$ cat src/rtl/scp_pkg.sv
package scp_pkg;

    // Action taken by the load controller at the last clock edge.
    typedef enum logic [1:0] {
        ST_IDLE   = 2'd0,
        ST_PRESET = 2'd1,
        ST_COMMIT = 2'd2
    } ld_state_e;

endpackage

$ cat src/rtl/scp_shifter.sv
module scp_shifter #(
    parameter int W = 14
) (
    input  logic         clk,
    input  logic         rst_n,
    input  logic         din,
    output logic [W-1:0] q
);

    logic [W:0] chain;

    assign chain[0] = din;

    for (genvar i = 0; i < W; i++) begin : g_stage
        always_ff @(posedge clk or negedge rst_n) begin
            if (!rst_n) begin
                q[i] <= 1'b0;
            end else begin
                q[i] <= chain[i];
            end
        end
        assign chain[i+1] = q[i];
    end

endmodule

$ cat src/rtl/scp_load_ctl.sv
module scp_load_ctl
    import scp_pkg::*;
(
    input  logic      clk,
    input  logic      rst_n,
    input  logic      par_ld_n,
    input  logic      ser_ld,
    output ld_state_e state_q,
    output logic      do_par,
    output logic      do_ser
);

    ld_state_e nxt;

    // State register: records the action taken at the last edge.
    always_ff @(posedge clk or negedge rst_n) begin
        if (!rst_n) begin
            state_q <= ST_IDLE;
        end else begin
            state_q <= nxt;
        end
    end

    // Transition choice: parallel request, serial request or release.
    always_comb begin
        unique casez ({~par_ld_n, ser_ld})
            2'b1?:   nxt = ST_PRESET;
            2'b01:   nxt = ST_COMMIT;
            2'b00:   nxt = ST_IDLE;
            default: nxt = ST_IDLE;
        endcase
    end

    // Output decode: load strobes for the edge ahead.
    always_comb begin
        do_par = 1'b0;
        do_ser = 1'b0;
        unique case (nxt)
            ST_PRESET: do_par = 1'b1;
            ST_COMMIT: do_ser = 1'b1;
            ST_IDLE:   ;
            default:   ;
        endcase
    end

endmodule

$ cat src/rtl/scp_hold_regs.sv
module scp_hold_regs #(
    parameter int T_W = 3,
    parameter int N_W = 2,
    parameter int M_W = 9,
    localparam int F_W = T_W + N_W + M_W
) (
    input  logic           clk,
    input  logic           rst_n,
    input  logic           do_par,
    input  logic           do_ser,
    input  logic [M_W-1:0] p_m,
    input  logic [N_W-1:0] p_n,
    input  logic [F_W-1:0] frame,
    output logic [T_W-1:0] t_q,
    output logic [N_W-1:0] n_q,
    output logic [M_W-1:0] m_q
);

    always_ff @(posedge clk or negedge rst_n) begin
        if (!rst_n) begin
            t_q <= '0;
            n_q <= '0;
            m_q <= '0;
        end else if (do_par) begin
            t_q <= '0;
            n_q <= p_n;
            m_q <= p_m;
        end else if (do_ser) begin
            t_q <= frame[F_W-1 -: T_W];
            n_q <= frame[M_W +: N_W];
            m_q <= frame[M_W-1:0];
        end
    end

endmodule

$ cat src/rtl/synth_cfg_port.sv
module synth_cfg_port
    import scp_pkg::*;
#(
    parameter int T_W = 3,
    parameter int N_W = 2,
    parameter int M_W = 9,
    localparam int F_W = T_W + N_W + M_W
) (
    input  logic           sclk,
    input  logic           rst_n,
    input  logic           sdata,
    input  logic           ser_ld,
    input  logic           par_ld_n,
    input  logic [M_W-1:0] p_m,
    input  logic [N_W-1:0] p_n,
    output logic [T_W-1:0] t_q,
    output logic [N_W-1:0] n_q,
    output logic [M_W-1:0] m_q,
    output logic           sdo,
    output logic           test_o
);

    logic [F_W-1:0] sh_w;
    ld_state_e      state_q;
    logic           do_par;
    logic           do_ser;

    scp_shifter #(.W(F_W)) u_shift (
        .clk   (sclk),
        .rst_n (rst_n),
        .din   (sdata),
        .q     (sh_w)
    );

    scp_load_ctl u_ctl (
        .clk      (sclk),
        .rst_n    (rst_n),
        .par_ld_n (par_ld_n),
        .ser_ld   (ser_ld),
        .state_q  (state_q),
        .do_par   (do_par),
        .do_ser   (do_ser)
    );

    scp_hold_regs #(.T_W(T_W), .N_W(N_W), .M_W(M_W)) u_hold (
        .clk    (sclk),
        .rst_n  (rst_n),
        .do_par (do_par),
        .do_ser (do_ser),
        .p_m    (p_m),
        .p_n    (p_n),
        .frame  (sh_w),
        .t_q    (t_q),
        .n_q    (n_q),
        .m_q    (m_q)
    );

    assign sdo = sh_w[F_W-1];

    always_comb begin
        if (t_q == '0) begin
            test_o = sdo;
        end else if (t_q == T_W'(1)) begin
            test_o = 1'b1;
        end else begin
            test_o = 1'b0;
        end
    end

endmodule

$ cat config.mk
export PLATFORM = sky130hd
export DESIGN_NAME = synth_cfg_port
export DESIGN_NICKNAME = d
export VERILOG_FILES = /design/src/rtl/scp_pkg.sv /design/src/rtl/scp_shifter.sv /design/src/rtl/scp_load_ctl.sv /design/src/rtl/scp_hold_regs.sv /design/src/rtl/synth_cfg_port.sv
export SDC_FILE = /design/constraint.sdc
export NUM_CORES = 1
export LEC_CHECK = 0
export BUFFER_PORTS_ARGS = -buffer_cell sky130_fd_sc_hd__buf_4
export CAP_MARGIN = 25
export CORE_ASPECT_RATIO = 0.9
export CORE_MARGIN = 3
export CORE_UTILIZATION = 49
export DETAILED_ROUTE_END_ITERATION = 10
export PLACE_DENSITY_LB_ADDON = 0.12
export SYNTH_ARGS = -nofsm -noshare
export SYNTH_HDL_FRONTEND = slang
export SYNTH_HIERARCHICAL = 1
export SYNTH_SLANG_ARGS = --single-unit
export TNS_END_PERCENT = 1
$ cat constraint.sdc
create_clock -name sclk -period 0.9 [get_ports sclk]
set_input_delay 0.18 -clock sclk [delete_from_list [all_inputs] [get_ports sclk]]
set_output_delay 0.18 -clock sclk [all_outputs]
set_load 0.01 [all_outputs]
==> impl_results.md <==
* Die X at 53.94 um
* Clk_lat worst skew at 320 ps
* Final worst-path cycle share at 134.9%
* Die Span Y at ~49 um
* Vias in the first global route at about 660
* FF-to-FF Start: u_hold/t_q[1]
* Sink Count at 28
* Top Ports at 32
* Final wirelength at 1801 um
* Core area at approximately 0.0018 mm2
* Peak VDD IR at about 1500 uV
* GRT Max-Usage Layer: met2
* RSZ-0062 raised after global routing: true
* Most frequent cells in the layout: dfrtp_1, buf_4, buf_6, mux2i_1, nand2_1
* DRT antenna net count at 0
* N_diodes at 0
* Failing checks: setup timing
* Mapped cell area at ~0.0010 mm2
* Crit path kind: reg -> out
* Met3 usage at just under 7%
* H-tree depth at 1
* Critical Path RT at slightly above 700 ps
* Met2 Use GR at 25.60%
* CP max-delay cell: dfrtp_1
* Worst slew pin tran at approximately 330 ps
* DR vias/cell at 4.860
* Post-synthesis instance total at 75
* CTS tree: yes
* RD Place Congestion at around 0.66
* Share of layout cells above drive strength 1 at a little under two fifths
* Post-place setup slack at -103.3 ps
* PD cells at about 1700 mW/mm2
* Setup violators final at 16
* Beginning of the worst hold path: p_m[7]
* Fin worst setup slack at -314.2 ps
* CP max FO at 2
* Placed cell area at ~0.0013 mm2
* Largest stage delay, worst path at 390 ps
* Initial antenna violation count at 0
* Estimated wirelength of the detail-placed design at 1184 um
* Fmax at roughly 800 MHz
* R2R setup slack at ~50 ps
* Multi-input gate area at roughly 270 um2
* Final max-slew violation count at 0
* Fin crit period at about 1200 ps
* Reg area at ~700 um2
* Total Routing Usage GR at about 16%
* Most common cell after layout, fill and taps aside: dfrtp_1
* Hold EP: u_hold/m_q[7]
* CP Buf/Inv Count at 1
* First-pass GRT wire length at around 3100 um
* Final Hold Vio Count at 0
* Cell Rows at 14
* Post-Synthesis Net Count at a little over 90
* Yosys warns at 6
* Run status: complete, but fails checks
* Layout Utilization at 76.77%
* Critical Path Sink Type: output port
* Max Cap Viol at 0
* Hold Crit Class: in -> reg
* CP Cell Sequence: nor2_2 -> nor3_2 -> buf_4
* Overflow after GRT at 0
* Critical path arrival at slightly above 1000 ps
* Fin area at about 0.0014 mm2
* Initial Utilization at about 56%
* Root Driver: clkbuf_4
* Avg Synthesized Cell Area at roughly 14 um2
* Switching Share at 24.30%
* Worst Setup Start Kind: register
* Initial DRC Count at 5
* Synth-to-Final Area Change at 36.67%
* Clock transition at path regs at 140 ps
* I/O Buffers at 31
* Layout Skew at ~7.9 ps
* Fin nets at between 100 and 150
* Sequential power share at 61.3%
* DR DRC count at 0
* Hold path depth at 3
* Overall power at 0.002287 W
* Combinational power share at roughly 17%
* Global-route met1 utilization at between 20% and 30%
* Drt pass-1 iters at 4
* Via count at 661
* Worst path top cell family by delay: flip-flops
* Worst rel slew slack at between 70% and 80%
* CTS Buffer Depth at 2
* Int Pwr at between 0.0015 and 0.002 W
* R2r endpoint: u_hold/t_q[1]
* Reg2Reg Depth at 3
* Clock Power Share at a little over a fifth
* DIE AREA at between 0.002 and 0.003 mm2
* Num CTS Buffers at 3
* Fill cells at around 130
* DR WL/cell at 13.24 um
* Pin count of the biggest net entering global routing at 29
* Leakage at ~0.67 nW
* Psw at ~0.00056 W
==> area by class of cell <==
type,count,area share [%]
repair buffers,38,25.65
flip-flops and latches,28,50.59
well taps,24,2.168
multi-input cells,42,19.69
inverters,1,0.2710
clock buffers,3,1.626
==> per-stage QoR <==
stage | hold WS (ps) | TNS [ps] | instances
floorplan | -115.6 | -13.62 | 75
global placement | 109.2 | -780.2 | 129
detailed placement | 111.2 | -1073 | 129
CTS | 42.51 | -3010 | 136
global route | 45.79 | -3710 | 136
finish | 48.59 | -2850 | 136
==> power by group through the flow <==
stage	Sequential, W	Clock (W)	Combinational (W)
final	0.00140	0.000494	0.000390
after global routing	0.00142	0.000571	0.000428
after CTS	0.00140	0.000508	0.000393
after detailed placement	0.00142	0	0.000346
after global placement	0.00141	0	0.000339
after floorplan	0.00144	0	0.000129
==> routing by layer <==
| metal | share of wire, % | routed length, um |
|---|---|---|
| met1 | 43 | 766 |
| met5 | 0 | 0 |
| met3 | 6.1 | 109 |
| met2 | 51 | 911 |
| met4 | 0.78 | 14 |
==> repair_timing <==
item | 4_1_cts | 5_1_grt
pin swaps | 0 | 1
setup endpoints to repair | 16 | 16
resized for setup | 13 | 2
hold buffers | 2 | 0
buffers inserted | 2 | 0
hold endpoints to repair | 29 | 0
==> worst max-delay path by stage <==
stage	from	to	depth (start not counted)	slack (ps)
final	u_shift/q[13]	test_o	3	-310
after global routing	u_hold/t_q[2]	test_o	2	-380
after CTS	u_hold/t_q[1]	test_o	2	-330
after detailed placement	par_ld_n	u_hold/m_q[3]	4	-100
after global placement	par_ld_n	u_hold/m_q[7]	4	-80
after floorplan	ser_ld	u_hold/m_q[1]	5	-9
==> worst reg2reg max path, delay by kind of cell, from the launching register on <==
kind | cells | cell delay [ps]
flip-flops | 1 | 440
buffers and inverters | 1 | 150
multiplexers | 1 | 130
AND/OR/NAND/NOR | 1 | 50
==> state kept, by name (all words and copies together), names as in the netlist <==
register    flops
u_hold/n_q      2
u_hold/m_q      9
u_shift/q      14
u_hold/t_q      3
No activity file was read; power rests on OpenSTA's default activity.
